File: src/rtl/gpio_port_pkg.sv
package gpio_port_pkg;
  localparam int PORT_W    = 8;
  localparam int NUM_PORTS = 2;
  localparam int OFS_W     = 2;
  localparam int ADDR_W    = OFS_W + $clog2(NUM_PORTS);
  localparam int MODE_W    = 3;

  localparam logic [OFS_W-1:0]  OFS_DOUT = 2'd0;
  localparam logic [OFS_W-1:0]  OFS_DIR  = 2'd1;
  localparam logic [OFS_W-1:0]  OFS_DIN  = 2'd2;
  localparam logic [ADDR_W-1:0] CTRL_ADDR = 3'd7;

  localparam logic [MODE_W-1:0] MODE_PAR0 = 3'd0;
  localparam logic [MODE_W-1:0] MODE_PAR2 = 3'd2;
  localparam logic [MODE_W-1:0] MODE_SPI  = 3'd4;

  localparam int INT_BIT    = 6;
  localparam int STROBE_BIT = 7;
endpackage

File: src/rtl/gpio_mode_decode.sv
module gpio_mode_decode
  import gpio_port_pkg::*;
(
  input  logic [MODE_W-1:0] if_mode,
  input  logic              int_route,
  output logic [PORT_W-1:0] own_a,
  output logic [PORT_W-1:0] own_b,
  output logic              alt_a,
  output logic              sel_int,
  output logic              sel_strobe
);
  logic a_gpio;

  always_comb begin
    a_gpio     = (if_mode == MODE_PAR0) || (if_mode == MODE_PAR2) || (if_mode == MODE_SPI);
    sel_strobe = (if_mode == MODE_PAR2);
    sel_int    = int_route;
    alt_a      = !a_gpio;
    own_a      = {PORT_W{a_gpio}};
    own_b      = '1;
    own_b[STROBE_BIT] = !sel_strobe;
    own_b[INT_BIT]    = !sel_int;
  end
endmodule

File: src/rtl/gpio_port_bank.sv
module gpio_port_bank #(
  parameter int W = 8
) (
  input  logic         clk,
  input  logic         rst_n,
  input  logic [W-1:0] own,
  input  logic         wr_dout,
  input  logic         wr_dir,
  input  logic [W-1:0] wdata,
  input  logic [W-1:0] pin_in,
  output logic [W-1:0] pin_out,
  output logic [W-1:0] pin_oe,
  output logic [W-1:0] rd_dout,
  output logic [W-1:0] rd_dir,
  output logic [W-1:0] rd_din
);
  logic [W-1:0] dout_q, dir_q, meta_q, sync_q;

  always_ff @(posedge clk or negedge rst_n) begin
    if (!rst_n) begin
      dout_q <= '0;
      dir_q  <= '0;
      meta_q <= '0;
      sync_q <= '0;
    end else begin
      meta_q <= pin_in;
      sync_q <= meta_q;
      if (wr_dout) dout_q <= (dout_q & ~own) | (wdata & own);
      if (wr_dir)  dir_q  <= (dir_q  & ~own) | (wdata & own);
    end
  end

  always_comb begin
    pin_out = dout_q & own;
    pin_oe  = dir_q  & own;
    rd_dout = dout_q & own;
    rd_dir  = dir_q  & own;
    rd_din  = sync_q & own;
  end
endmodule

File: src/rtl/gpio_port_ctl.sv
module gpio_port_ctl
  import gpio_port_pkg::*;
(
  input  logic              clk,
  input  logic              rst_n,
  input  logic [MODE_W-1:0] if_mode,
  input  logic [ADDR_W-1:0] reg_addr,
  input  logic              reg_wr,
  input  logic [PORT_W-1:0] reg_wdata,
  output logic [PORT_W-1:0] reg_rdata,
  input  logic [PORT_W-1:0] pa_pin_in,
  output logic [PORT_W-1:0] pa_pin_out,
  output logic [PORT_W-1:0] pa_pin_oe,
  input  logic [PORT_W-1:0] pb_pin_in,
  output logic [PORT_W-1:0] pb_pin_out,
  output logic [PORT_W-1:0] pb_pin_oe,
  output logic              pa_alt_sel,
  output logic              pb6_int_sel,
  output logic              pb7_strobe_sel
);
  logic              int_route_q;
  logic [PORT_W-1:0] own     [NUM_PORTS];
  logic [PORT_W-1:0] pin_in  [NUM_PORTS];
  logic [PORT_W-1:0] pin_out [NUM_PORTS];
  logic [PORT_W-1:0] pin_oe  [NUM_PORTS];
  logic [PORT_W-1:0] rd_dout [NUM_PORTS];
  logic [PORT_W-1:0] rd_dir  [NUM_PORTS];
  logic [PORT_W-1:0] rd_din  [NUM_PORTS];
  logic [ADDR_W-OFS_W-1:0] sel_port;
  logic [OFS_W-1:0]        sel_ofs;

  assign sel_port = reg_addr[ADDR_W-1:OFS_W];
  assign sel_ofs  = reg_addr[OFS_W-1:0];

  gpio_mode_decode u_decode (
    .if_mode    (if_mode),
    .int_route  (int_route_q),
    .own_a      (own[0]),
    .own_b      (own[1]),
    .alt_a      (pa_alt_sel),
    .sel_int    (pb6_int_sel),
    .sel_strobe (pb7_strobe_sel)
  );

  always_ff @(posedge clk or negedge rst_n) begin
    if (!rst_n)                              int_route_q <= 1'b0;
    else if (reg_wr && reg_addr == CTRL_ADDR) int_route_q <= reg_wdata[0];
  end

  assign pin_in[0] = pa_pin_in;
  assign pin_in[1] = pb_pin_in;

  for (genvar g = 0; g < NUM_PORTS; g++) begin : g_bank
    logic hit;
    assign hit = (sel_port == g) && reg_wr;
    gpio_port_bank #(.W(PORT_W)) u_bank (
      .clk     (clk),
      .rst_n   (rst_n),
      .own     (own[g]),
      .wr_dout (hit && sel_ofs == OFS_DOUT),
      .wr_dir  (hit && sel_ofs == OFS_DIR),
      .wdata   (reg_wdata),
      .pin_in  (pin_in[g]),
      .pin_out (pin_out[g]),
      .pin_oe  (pin_oe[g]),
      .rd_dout (rd_dout[g]),
      .rd_dir  (rd_dir[g]),
      .rd_din  (rd_din[g])
    );
  end

  assign pa_pin_out = pin_out[0];
  assign pa_pin_oe  = pin_oe[0];
  assign pb_pin_out = pin_out[1];
  assign pb_pin_oe  = pin_oe[1];

  always_comb begin
    reg_rdata = '0;
    if (reg_addr == CTRL_ADDR) begin
      reg_rdata[0] = int_route_q;
    end else begin
      for (int p = 0; p < NUM_PORTS; p++) begin
        if (sel_port == p) begin
          case (sel_ofs)
            OFS_DOUT: reg_rdata = rd_dout[p];
            OFS_DIR:  reg_rdata = rd_dir[p];
            OFS_DIN:  reg_rdata = rd_din[p];
            default:  reg_rdata = '0;
          endcase
        end
      end
    end
  end
endmodule

File: config.mk
export PLATFORM = sky130hd
export DESIGN_NAME = gpio_port_ctl
export DESIGN_NICKNAME = d
export VERILOG_FILES = /design/src/rtl/gpio_port_pkg.sv /design/src/rtl/gpio_mode_decode.sv /design/src/rtl/gpio_port_bank.sv /design/src/rtl/gpio_port_ctl.sv
export SDC_FILE = /design/constraint.sdc
export NUM_CORES = 1
export LEC_CHECK = 0
export CAP_MARGIN = 10
export CORE_MARGIN = 2
export CORE_UTILIZATION = 40
export CTS_CLUSTER_SIZE = 8
export DETAILED_ROUTE_END_ITERATION = 10
export GPL_ROUTABILITY_DRIVEN = 0
export HOLD_SLACK_MARGIN = 0.1
export PLACE_DENSITY = 0.7
export SLEW_MARGIN = 20
export SYNTH_ARGS = -nofsm -noshare
export SYNTH_HDL_FRONTEND = slang
export SYNTH_SLANG_ARGS = --single-unit
File: constraint.sdc
create_clock -name clk -period 1.52 [get_ports clk]
set_input_delay 0.38 -clock clk [delete_from_list [all_inputs] [get_ports clk]]
set_output_delay 0.38 -clock clk [all_outputs]
set_load 0.02 [all_outputs]
==> run metrics, run 1 <==
clk_skew 0.00543 ns; Leak Pwr 0.00228 uW; slack of the critical path -0.307 ns; xor-xnor portion of the synthesized cell area 0%; Mapped Cells 231; top-count cell post-synth dfrtp_1; worst hold margin 0.345 ns; Worst-Skew Late Latency 0.34 ns; # IOs 76; setup_tns -4.72 ns; clock root buffer clkbuf_8; worst path arrival time 1.45 ns; synth warn 0; post-DR wirelength/cell 16.5 um; ranking of synthesized cells by area dfrtp_1 55%, mux2_2 12%, buf_4 3.8%; design area 4820 um^2; Fmax achieved 547 MHz; HP Class reg2reg; Post-Synth Simple-Gate Area 16.8%; Post-synth top cells 65 x dfrtp_1, 31 x mux2_2, 16 x and2_1, 15 x buf_4, 15 x nor2b_1; Die ar. 8150 um^2; RSZ-0062 raised after global routing yes; Synth area leader dfrtp_1; Chip Height 90.3 um; layout cells sized above 1 56.9%; first-pass GRT wire length 12,400 um; number of enable flip-flop cells after synthesis 0; sequential share of the synthesized area 54.6%; post-synthesis mux area share 16.1%; FF+latch count, synth 65; Tightest Pin Transition 0.341 ns; Pwr Total 5380 uW; CTS buffer count 9; Worst setup SP type input pin; failing checks negative setup slack; Antenna Nets Post-Route 0; Pwr Density 1120 nW/um^2; Sink Count 65; vias in the first global route 2,461; Final Hold Viols 0; Netlist cell types 39; Tcrit/Tclk final 120%; DR vias/cell 4.90; maximum vdd ir drop 0.000651 V; Final setup viols 30; area of the core 7210 um^2; Worst-path clk slew 0.07 ns; Tmin final 1.83 ns; Synth Area in Compound Gates 6.93%; DRT iter0 DRCs 115; Syn Std Cell Area 2980 um^2; largest net degree at the start of global routing 66; CTS H-tree lvls 3; Die X-Extent 90.3 um; CP required 1.14 ns; top cell type's share of synthesized area 54.6%; Crit Path Max Fanout 7; initial antenna violation count 0; total gr overflow 0; drt drc 0; row count 31; FFs w/ async S/R, synth 100%; TritonCTS clock tree yes; Crit Path Class in2out; Area Overhead vs Synth 61.8%; pre-CTS setup slack -1.21 ns; Longest Clk Path Bufs 2; Synth Area in Adders 0%; placed inst area 4300 um^2; main combinational cell family by area after synthesis simple AND/OR/NAND/NOR gates; 1st-pass router iterations 4; Layout Nets 404; Post-Syn Nets 264; final WL 7840 um; run status finished with violations; IO buf count 75; Initial Util 41.3%; endpoint class of the critical path output port; Main synth FF type dfrtp_1; Detail Placement HPWL 4970 um; All-Layer GR Usage 19.9%; Ant. Diodes 0; final count of pins violating max slew 0; Mean Syn Cell Area 12.9 um^2; vias post-DR 2,327; number of max-cap violations 0; Slew headroom 77.3%
## timing repair
action                     in CTS  in global routing
gates cloned                    2                  2
hold endpoints to repair       65                  0
setup buffers                   7                  5
gates resized for setup       284                 32
hold buffers                    1                  0
setup endpoints to repair      75                 52
pin swaps                       9                 21
## layout make-up
cell class / instances / area, um^2
clock buffer: 13 / 149
clock inverter: 3 / 40.0
fill: 579 / 2390
inverter: 1 / 3.75
multi-input combinational: 141 / 1330
sequential: 65 / 1630
tap: 99 / 124
timing repair buffer: 153 / 1540
## critical path: stages
cell	delay, ns
buf_12	0.09
buf_12	0.14
buf_12	0.11
mux2i_1	0.19
nor2_1	0.06
o311a_1	0.32
buf_6	0.14
## layer usage
metal  routed length, um  vias up  part of all wire, %  GRT usage (%)
met4                 145        0                  1.8           8.85
met3                 303       12                  3.9           4.42
met5                   0        -                    0              0
met1                3470     1165                   44           24.7
li1                    -     1086                    -              -
met2                3920       64                   50           33.4
## layout by cell type (no fill, tap or decap), types with 7 or more instances in the layout
cell type / netlist / routed
dfrtp_1: 65 / 64
nor2b_1: 15 / 14
clkdlybuf4s50_1: 0 / 25
mux2_2: 31 / 31
buf_2: 5 / 10
buf_4: 15 / 60
o21ai_1: 1 / 7
buf_8: 0 / 9
mux2i_1: 10 / 9
and2_4: 0 / 16
buf_6: 1 / 33
nor2_1: 10 / 7
clkbuf_8: 0 / 10
## metrics by stage
stage	utilization, %	cells
6_report	66.8	475
5_1_grt	66.8	475
4_1_cts	66.1	471
3_5_place_dp	59.6	446
3_3_place_gp	59.6	446
2_1_floorplan	-	231
## report_power, final
group | leakage (uW) | switching (uW) | total, uW | internal [uW]
registers | 0.000775 | 143 | 2120 | 1980
clock network | 0.0000974 | 642 | 1440 | 799
logic | 0.00141 | 751 | 1810 | 1060
## final timing paths
| path | endpoint | cells past startpoint | startpoint | slack [ns] |
|---|---|---|---|---|
| min in group asynchronous | g_bank[0].u_bank.meta_q[5] | 3 | rst_n | 0.58 |
| worst max register to register | register | 5 | int_route_q | 0.13 |
| worst min-delay path | g_bank[0].u_bank.sync_q[3] | 0 | g_bank[0].u_bank.meta_q[3] | 0.35 |
| worst min register to register | g_bank[0].u_bank.sync_q[3] | 0 | g_bank[0].u_bank.meta_q[3] | 0.35 |
| worst max-delay path | reg_rdata[5] | 7 | reg_addr[1] | -0.31 |
| max in group asynchronous | int_route_q | 3 | rst_n | 0.66 |
## cell families after synthesis
logic type / Yosys count
and+or+nand+nor: 71
DFF: 65
muxes: 43
AOI/OAI and AO/OA: 27
buffers and inverters: 25
(Power assumes the default switching activity.)
==> run 2, diff against run 1 <==
--- a/config.mk
+++ b/config.mk
@@ -7,5 +7,4 @@
 export LEC_CHECK = 0
 export CAP_MARGIN = 10
-export CORE_MARGIN = 2
 export CORE_UTILIZATION = 40
 export CTS_CLUSTER_SIZE = 8
@@ -14,4 +13,5 @@
 export HOLD_SLACK_MARGIN = 0.1
 export PLACE_DENSITY = 0.7
+export SKIP_LAST_GASP = 1
 export SLEW_MARGIN = 20
 export SYNTH_ARGS = -nofsm -noshare
==> constraint.sdc (replaced) <==
create_clock -name clk -period 1.52 [get_ports clk]
set_input_delay 0.38 -clock clk [delete_from_list [all_inputs] [get_ports clk]]
set_output_delay 0.38 -clock clk [all_outputs]
set_load 0.05 [all_outputs]
==> run 2 against run 1 <==
The flow still finishes with violations (negative setup slack). Routed wire length grew 5.7%. Final cell count is 0.84% lower. Final area grew 8.5%. Register-to-register slack improved by 0.11 ns. Clock skew is essentially flat. Non-clock buffer count fell by 4. Fmax decreased by 2.3%.
==> run metrics, run 2 (same netlist as run 1, synthesis figures left out) <==
Pwr Density 1190 nW/um^2; All-Layer GR Usage 23.9%; CP delay by family, top buffers and inverters; Worst-path clk slew 0.08 ns; CP required 1.14 ns; total gr overflow 0; grt peak-use layer met2; Die X-Extent 88.3 um; maximum vdd ir drop 0.000833 V; Layout Nets 400; RSZ-0062 raised after global routing yes; failing checks negative setup slack; largest incremental delay on the critical path 0.38 ns; number of max-cap violations 0; row count 31; 1st-pass router iterations 4; placed inst area 4540 um^2; Ant. Diodes 0; met2 Track Usage GR 41.1%; Crit Path Max Fanout 4; vias in the first global route 2,524; CTS H-tree lvls 3; IO buf count 75; final WL 8290 um; Longest Clk Path Bufs 2; Chip Height 88.3 um; Slew headroom 77.4%; Post-Layout Cell Count 471; most common cell after layout, fill and taps aside dfrtp_1; Reg area 1630 um^2; Fmax achieved 535 MHz; met3 Track Usage GR 7.93%; Buf+Inv Stages, Crit Path 4; commonest non-fill, non-tap cells in the layout 64 x dfrtp_1, 44 x buf_4, 40 x buf_12; final count of pins violating max slew 0; run status finished with violations; Leak Pwr 0.00238 uW; TritonCTS clock tree yes; drt drc 0; Worst setup SP type input pin; Antenna Nets Post-Route 0; Area Overhead vs Synth 75.6%; Fill cells 476; Worst-Skew Late Latency 0.35 ns; CTS buffer count 9; Sink Count 65; area of the multi-input gates 1410 um^2; DR vias/cell 5.02; Final setup viols 46; pre-CTS setup slack -0.815 ns; CP dominant cell by count buf_8; Final Hold Viols 0; Tcrit/Tclk final 123%; slack of the critical path -0.351 ns; post-DR wirelength/cell 17.6 um; endpoint class of the critical path output port; area of the core 7210 um^2; worst path arrival time 1.49 ns; clk_skew 0.00576 ns; Crit Path Class in2out; Detail Placement HPWL 4960 um; first-pass GRT wire length 13,300 um; critical-path cell list buf_8, a21oi_4, buf_12, buf_4, and3_1, o311a_4, buf_8; largest net degree at the start of global routing 66; DRT iter0 DRCs 94; Tightest Pin Transition 0.340 ns; Initial Util 41.3%; grt met1 use 28.1%; # IOs 76; vias post-DR 2,366; clock root buffer clkbuf_8; Slowest-stage cell, CP o311a_4; layout cells sized above 1 59.4%; Tmin final 1.87 ns; design area 5230 um^2; Die ar. 7800 um^2; placed insts 424; HP Class reg2reg; initial antenna violation count 0
-- run 2: worst paths after layout --
check                                             endpoint                       start  slack (ns)  cells after the start
worst max register to register                    register                 int_route_q        0.24                      4
worst max-delay path                          reg_rdata[4]                  if_mode[2]       -0.35                      7
worst min register to register  g_bank[1].u_bank.sync_q[4]  g_bank[1].u_bank.meta_q[4]        0.34                      0
min in group asynchronous       g_bank[0].u_bank.meta_q[5]                       rst_n        0.58                      3
worst min-delay path            g_bank[1].u_bank.sync_q[4]  g_bank[1].u_bank.meta_q[4]        0.34                      0
max in group asynchronous                      int_route_q                       rst_n        0.65                      3
-- run 2: through the flow --
stage	TNS, ns	hold WS, ns	util, %	power [uW]
finish	-6.86	0.342	72.5	6230
global route	-7.82	0.350	72.5	6520
CTS	-5.72	0.347	71.4	6190
detailed placement	-35.17	0.335	63.0	4500
global placement	-34.72	0.332	63.0	4470
floorplan	-2.33	0.0844	-	3440
-- run 2: area by class of cell --
type                    instances  area share (%)
clock buffers                  10            2.44
clock inverters                 6            1.32
inverters                       1           0.120
multi-input cells             141            26.9
flip-flops and latches         65            31.1
well taps                      99            2.37
repair buffers                149            35.7
-- run 2: report_power, final --
part | internal, uW | switching, uW | leakage (uW)
clock | 762 | 673 | 0.0000964
sequential | 1980 | 169 | 0.000775
combinational | 1410 | 1230 | 0.00150
-- run 2: what timing repair did --
action,in CTS,in global routing
buffers inserted,18,12
gates resized for setup,99,18
endpoints found under the hold margin,65,0
hold buffers,1,0
pin swaps,13,13
cloned,5,0
endpoints found under the setup margin,62,41
-- run 2: metal layers --
metal  vias up  share of wire, %
li1       1080                 -
met1      1190                41
met2        81                53
met3        15               5.2
met4         0               1.6
met5         -                 0
==> run 3, diff against run 2 <==
ABC_CLOCK_PERIOD_IN_PS = 1520   (was not set)
==> results of run 3 <==
Final layout, timing and power as in run 2 (identical DEF).
